<file path="src/rtl/rtc_clk_sel_pkg.sv">
package rtc_clk_sel_pkg;
  typedef enum logic [1:0] {
    SRC_NONE = 2'b00,
    SRC_LSE  = 2'b01,
    SRC_LSI  = 2'b10,
    SRC_HSE  = 2'b11
  } rtc_src_e;
endpackage

</file>
<file path="src/rtl/rtc_src_lock.sv">
module rtc_src_lock
  import rtc_clk_sel_pkg::*;
(
  input  logic       clk,
  input  logic       rst_n,
  input  logic       wr_i,
  input  logic [1:0] code_i,
  output rtc_src_e   src_o,
  output logic       locked_o
);
  logic accept_w;
  assign accept_w = wr_i && !locked_o && (code_i != 2'b00);

  always_ff @(posedge clk or negedge rst_n) begin
    if (!rst_n) begin
      src_o    <= SRC_NONE;
      locked_o <= 1'b0;
    end else if (accept_w) begin
      src_o    <= rtc_src_e'(code_i);
      locked_o <= 1'b1;
    end
  end

  assert_lock_sets_R2: assert property (@(posedge clk) disable iff (!rst_n)
    (wr_i && !locked_o && code_i != 2'b00) |=> (locked_o && src_o == rtc_src_e'($past(code_i))));
  assert_zero_ignored_R3: assert property (@(posedge clk) disable iff (!rst_n)
    (!locked_o && !(wr_i && code_i != 2'b00)) |=> (!locked_o && src_o == SRC_NONE));
  assert_lock_sticky_R4: assert property (@(posedge clk) disable iff (!rst_n)
    locked_o |=> (locked_o && $stable(src_o)));
endmodule

</file>
<file path="src/rtl/rtc_hse_div.sv">
module rtc_hse_div #(
  parameter int PRESC_W = 5
) (
  input  logic               clk,
  input  logic               rst_n,
  input  logic               en_i,
  input  logic               pulse_i,
  input  logic [PRESC_W-1:0] presc_i,
  output logic               tick_o
);
  localparam int CNT_W = PRESC_W;

  function automatic logic presc_ok(input logic [PRESC_W-1:0] p);
    return p >= PRESC_W'(2);
  endfunction

  function automatic logic at_wrap(input logic [CNT_W-1:0] c, input logic [PRESC_W-1:0] p);
    return c == CNT_W'(p - PRESC_W'(1));
  endfunction

  logic [PRESC_W-1:0] presc_q;
  logic [CNT_W-1:0]   cnt_q;
  logic               presc_chg_w, run_w, wrap_w;

  assign presc_chg_w = presc_i != presc_q;
  assign run_w       = en_i && !presc_chg_w && presc_ok(presc_i);
  assign wrap_w      = run_w && pulse_i && at_wrap(cnt_q, presc_i);

  always_ff @(posedge clk or negedge rst_n) begin
    if (!rst_n) begin
      presc_q <= '0;
      cnt_q   <= '0;
      tick_o  <= 1'b0;
    end else begin
      presc_q <= presc_i;
      tick_o  <= wrap_w;
      if (!run_w)       cnt_q <= '0;
      else if (wrap_w)  cnt_q <= '0;
      else if (pulse_i) cnt_q <= cnt_q + CNT_W'(1);
    end
  end

  assert_tick_single_R7: assert property (@(posedge clk) disable iff (!rst_n)
    tick_o |=> !tick_o);
  assert_no_tick_illegal_R8: assert property (@(posedge clk) disable iff (!rst_n)
    (presc_i < PRESC_W'(2)) |=> (!tick_o && cnt_q == '0));
  assert_restart_on_change_R9: assert property (@(posedge clk) disable iff (!rst_n)
    (presc_i != presc_q) |=> (!tick_o && cnt_q == '0));
endmodule

</file>
<file path="src/rtl/rtc_tick_mux.sv">
module rtc_tick_mux
  import rtc_clk_sel_pkg::*;
(
  input  rtc_src_e src_i,
  input  logic     lse_i,
  input  logic     lsi_i,
  input  logic     hse_div_i,
  output logic     tick_o
);
  always_comb begin
    unique case (src_i)
      SRC_LSE: tick_o = lse_i;
      SRC_LSI: tick_o = lsi_i;
      SRC_HSE: tick_o = hse_div_i;
      default: tick_o = 1'b0;
    endcase
  end
endmodule

</file>
<file path="src/rtl/rtc_clk_sel.sv">
module rtc_clk_sel
  import rtc_clk_sel_pkg::*;
#(
  parameter int PRESC_W = 5
) (
  input  logic               clk,
  input  logic               bkp_rst_n,
  input  logic               sel_wr,
  input  logic [1:0]         sel_code,
  input  logic [PRESC_W-1:0] hse_presc,
  input  logic               lse_pulse,
  input  logic               lsi_pulse,
  input  logic               hse_pulse,
  output logic               rtc_tick,
  output logic [1:0]         sel_q,
  output logic               locked
);
  rtc_src_e src_w;
  logic     hse_div_tick_w;
  logic     hse_run_w;

  assign hse_run_w = (src_w == SRC_HSE);

  rtc_src_lock u_lock (
    .clk      (clk),
    .rst_n    (bkp_rst_n),
    .wr_i     (sel_wr),
    .code_i   (sel_code),
    .src_o    (src_w),
    .locked_o (locked)
  );

  rtc_hse_div #(.PRESC_W(PRESC_W)) u_div (
    .clk     (clk),
    .rst_n   (bkp_rst_n),
    .en_i    (hse_run_w),
    .pulse_i (hse_pulse),
    .presc_i (hse_presc),
    .tick_o  (hse_div_tick_w)
  );

  rtc_tick_mux u_mux (
    .src_i     (src_w),
    .lse_i     (lse_pulse),
    .lsi_i     (lsi_pulse),
    .hse_div_i (hse_div_tick_w),
    .tick_o    (rtc_tick)
  );

  assign sel_q = src_w;

  assert_idle_silent_R6: assert property (@(posedge clk) disable iff (!bkp_rst_n)
    (sel_q == 2'b00) |-> (!rtc_tick && !locked));
  assert_divider_gated_R9: assert property (@(posedge clk) disable iff (!bkp_rst_n)
    (sel_q != 2'b11) |=> !hse_div_tick_w);
endmodule

</file>
<file path="config.mk">
export PLATFORM = sky130hd
export DESIGN_NAME = rtc_clk_sel
export DESIGN_NICKNAME = d
export VERILOG_FILES = /design/src/rtl/rtc_clk_sel_pkg.sv /design/src/rtl/rtc_src_lock.sv /design/src/rtl/rtc_hse_div.sv /design/src/rtl/rtc_tick_mux.sv /design/src/rtl/rtc_clk_sel.sv
export SDC_FILE = /design/constraint.sdc
export NUM_CORES = 1
export LEC_CHECK = 0
export ABC_AREA = 1
export BUFFER_PORTS_ARGS = -buffer_cell sky130_fd_sc_hd__buf_2
export CAP_MARGIN = 20
export CORE_AREA = 2 2 44 46
export DETAILED_ROUTE_END_ITERATION = 16
export DIE_AREA = 0 0 46 48
export MAX_ROUTING_LAYER = met4
export PLACE_DENSITY = 0.77
export SYNTH_ARGS = -nofsm -noshare
export SYNTH_HDL_FRONTEND = slang
export SYNTH_SLANG_ARGS = --single-unit
</file>
<file path="constraint.sdc">
create_clock -name clk -period 1.9 [get_ports clk]
set_clock_uncertainty 0.2 [all_clocks]
set_input_delay 0.475 -clock clk [delete_from_list [all_inputs] [get_ports clk]]
set_output_delay 0.475 -clock clk [all_outputs]
set_load 0.005 [all_outputs]
</file>
==> impl_metrics.py <==
metrics = {
    "worst_setup_path": {
        "cp_cell_sequence": "inv_1 -> nand3_1 -> nand3_1 -> buf_2",
        "worstSetupEndpointType": "primary output",
        "arrival_ps": 1120,
        "cp-start-kind": "flop",
        "timing.critical_path.required_ps": 1220,
        "cpMostUsedCell": "nand3_1",
        "max_stage_delay_ps": 420,
        "crit_type": "reg2out",
        "critPathMaxFanout": 4,
        "cp_slowest_cell": "dfrtp_1",
    },
    "sta": {
        "worstMarginPinSlew_ps": 316.3,
        "slew_headroom_pct": 78.82,
        "rsz0062_at_grt": "false",
        "fmax_mhz": 558.2,
        "maxSlewViolCount": 0,
        "finalHoldViolCount": 0,
        "fin_crit_sh_pct": 94.29,
        "min_period_ps": 1792,
        "setup_violations": 0,
    },
    "power": {
        "internal_power_mw": 0.4536,
        "cellPowerDensity_mw_per_mm2": 557.7,
        "combPwrFrac_pct": 14.4,
        "clkPwrFrac_pct": 35.1,
        "net-switching-power_mw": 0.1521,
        "p_leak_nw": 0.6224,
        "vdd_drop_max_uv": 423.2,
        "power.share.sequential_pct": 50.5,
        "swShare_pct": 25.11,
    },
    "placed_design": {
        "placedCellCount": 164,
        "placed_area_mm2": 0.001037,
        "globalplace.congestion": 0.7478,
        "hpwl_um": 1522,
        "io_buffers": 16,
    },
    "global_route": {
        "overflow": 0,
        "antenna_found_initial": 0,
        "track_usage_pct": 21.63,
        "grt_pass1_vias": 751,
        "grt_max_degree": 15,
        "grt_first_pass_wirelength_um": 3105,
    },
    "clock_network": {
        "cts_tree": "done",
        "root_buffer": "clkbuf_4",
        "numCtsBuffers": 3,
        "clk_latency_ps": 280,
        "clk_pin_slew_ps": 80,
        "cts_sinks": 14,
        "clock_path_buffers": 2,
        "cts.htree.levels": 1,
        "cts_setup_buffers": 0,
    },
    "job": {
        "cap_violations": 0,
    },
    "layout": {
        "final_area_mm2": 0.001086,
        "area_growth_pct": 18.90,
        "nFillCells": 167,
        "stdcell_count": 169,
        "diodes": 0,
        "layout.nets": 169,
        "final_util_pct": 64.30,
        "layout-drive-gt1-share_pct": 26.97,
    },
    "yosys": {
        "synth.net_count": 144,
        "async_reset_ff_share_pct": 100.0,
        "yosys-top-cells-area": "dfrtp_1 38%, nand2_1 18%, nand3_1 8.2%",
        "synth_edf_count": 0,
        "synth-seq-cells": 14,
        "ys_types": 20,
        "syn_area_um2": 913.4,
        "yosysTopAreaCellShare_pct": 38.36,
        "syn_area_per_cell_um2": 7.136,
        "synthTopCellsByCount": "44 x nand2_1, 16 x inv_1, 15 x nand3_1",
        "netlist_instances": 128,
        "yosysTopAreaCell": "dfrtp_1",
        "yosysSeqAreaShare_pct": 38.36,
        "synth_ff_type": "dfrtp_1",
        "synth_most_common_cell": "nand2_1",
        "yosys_warnings": 0,
    },
    "run_status": {
        "status": "finished clean",
    },
    "die": {
        "fp.dieH_um": 48,
        "die_area_mm2": 0.002208,
        "pin_count": 17,
        "start_util_pct": 54.07,
        "fp.dieW_um": 46,
        "core_mm2": 0.001689,
        "fp-row-count": 15,
    },
    "route": {
        "routed_wl_um": 1862,
        "via_per_inst": 4.852,
        "route.detailed.drc": 0,
        "antenna_left": 0,
        "vias": 820,
        "dr.first_iter.drc_count": 15,
        "drtPass1Iterations": 4,
        "wire_per_inst_um": 11.02,
    },
    "hold_path": {
        "hold_path.class": "in2reg",
    },
}
-- cells by family (layout without fill, tap and decap cells) --
| kind of cell | after synthesis | in the layout | share of synthesized area [%] |
|---|---|---|---|
| adder cells (fa/ha/maj) | 3 | 3 | 4.110 |
| AND/OR/NAND/NOR | 82 | 82 | 42.05 |
| XOR/XNOR | 3 | 3 | 2.877 |
| buffers and inverters | 22 | 46 | 9.041 |
| AO/OA/AOI/OAI | 3 | 3 | 2.329 |
| multiplexers | 1 | 1 | 1.233 |
| flip-flops | 14 | 14 | 38.36 |
-- power by group through the flow --
| stage | combinational (mW) | sequential (mW) | clock [mW] |
|---|---|---|---|
| finish | 0.0870 | 0.306 | 0.213 |
| CTS | 0.0879 | 0.306 | 0.221 |
| floorplan | 0.0460 | 0.311 | 0 |
| global placement | 0.0816 | 0.312 | 0 |
| global route | 0.0970 | 0.307 | 0.245 |
| detailed placement | 0.0861 | 0.312 | 0 |
-- what timing repair did --
| action | CTS | global route |
|---|---|---|
| endpoints found under the hold margin | 14 | 0 |
| hold buffers | 1 | 0 |
| resized for setup | 0 | 1 |
| endpoints found under the setup margin | 0 | 1 |
-- sequential cells by signal (all words and copies together), names as in the netlist --
register / flops
u_div.cnt_q: 5
u_div.presc_q: 5
u_lock.src_o: 2
u_div.tick_o: 1
u_lock.locked_o: 1
-- area by class of cell --
class	instances	area, µm²	area share [%]
flip-flops and latches	14	350.3	32.26
clock buffers	4	36.28	3.341
multi-input cells	92	483.0	44.47
repair buffers	20	112.6	10.37
well taps	17	21.27	1.959
inverters	22	82.58	7.604
-- metrics by stage --
stage          setup slack [ps]  hold WS, ps  setup TNS [ps]  total power [mW]
2_1_floorplan             197.4       -20.59               0            0.3572
3_3_place_gp              6.728        189.6               0            0.3933
3_5_place_dp             -53.77        187.9          -249.1            0.3981
4_1_cts                   116.5        144.8               0            0.6148
5_1_grt                   2.968        127.9               0            0.6485
6_report                  108.4        155.9               0            0.6057
-- cells in the final DEF (no fill, tap or decap) --
cell / n
nor3_1: 1
o211ai_1: 1
dfrtp_1: 14
inv_1: 16
nand3b_1: 1
buf_4: 3
a21oi_2: 1
buf_2: 16
inv_2: 5
nand2_4: 1
nand2_2: 2
clkinv_1: 1
clkbuf_4: 3
nand2_1: 44
dlygate4sd3_1: 1
nand3_2: 2
nor2_1: 10
a21oi_1: 1
xor2_1: 3
mux2_2: 1
nand3_1: 15
clkbuf_8: 1
ha_1: 3
nor2_4: 3
nor2_2: 3
-- worst max-delay path, delay by kind of cell, from the launching register on --
family | cells | cell delay (ps)
buf+inv | 2 | 240
flops | 1 | 420
simple gates | 2 | 180
-- metal layers --
metal  up-vias  share of wire [%]  GRT usage [%]
li1        441                  -              -
met1       367                 46          24.42
met2         8                 50          36.39
met3         4                2.8          6.792
met4         0               0.97          6.857
met5         -                  0              -
-- final timing paths --
path,startpoint,endpoint,slack (ps),cells past startpoint
worst max-delay path,u_lock.src_o[1],rtc_tick,110,4
worst min-delay path,hse_presc[0],u_div.presc_q[0],160,1
worst max register to register,u_div.cnt_q[4],u_div.cnt_q[4],390,8
worst min register to register,u_lock.locked_o,u_lock.locked_o,280,2
max in group asynchronous,bkp_rst_n,u_div.cnt_q[2],840,2
min in group asynchronous,bkp_rst_n,u_div.cnt_q[0],420,2
(Power assumes the default switching activity.)
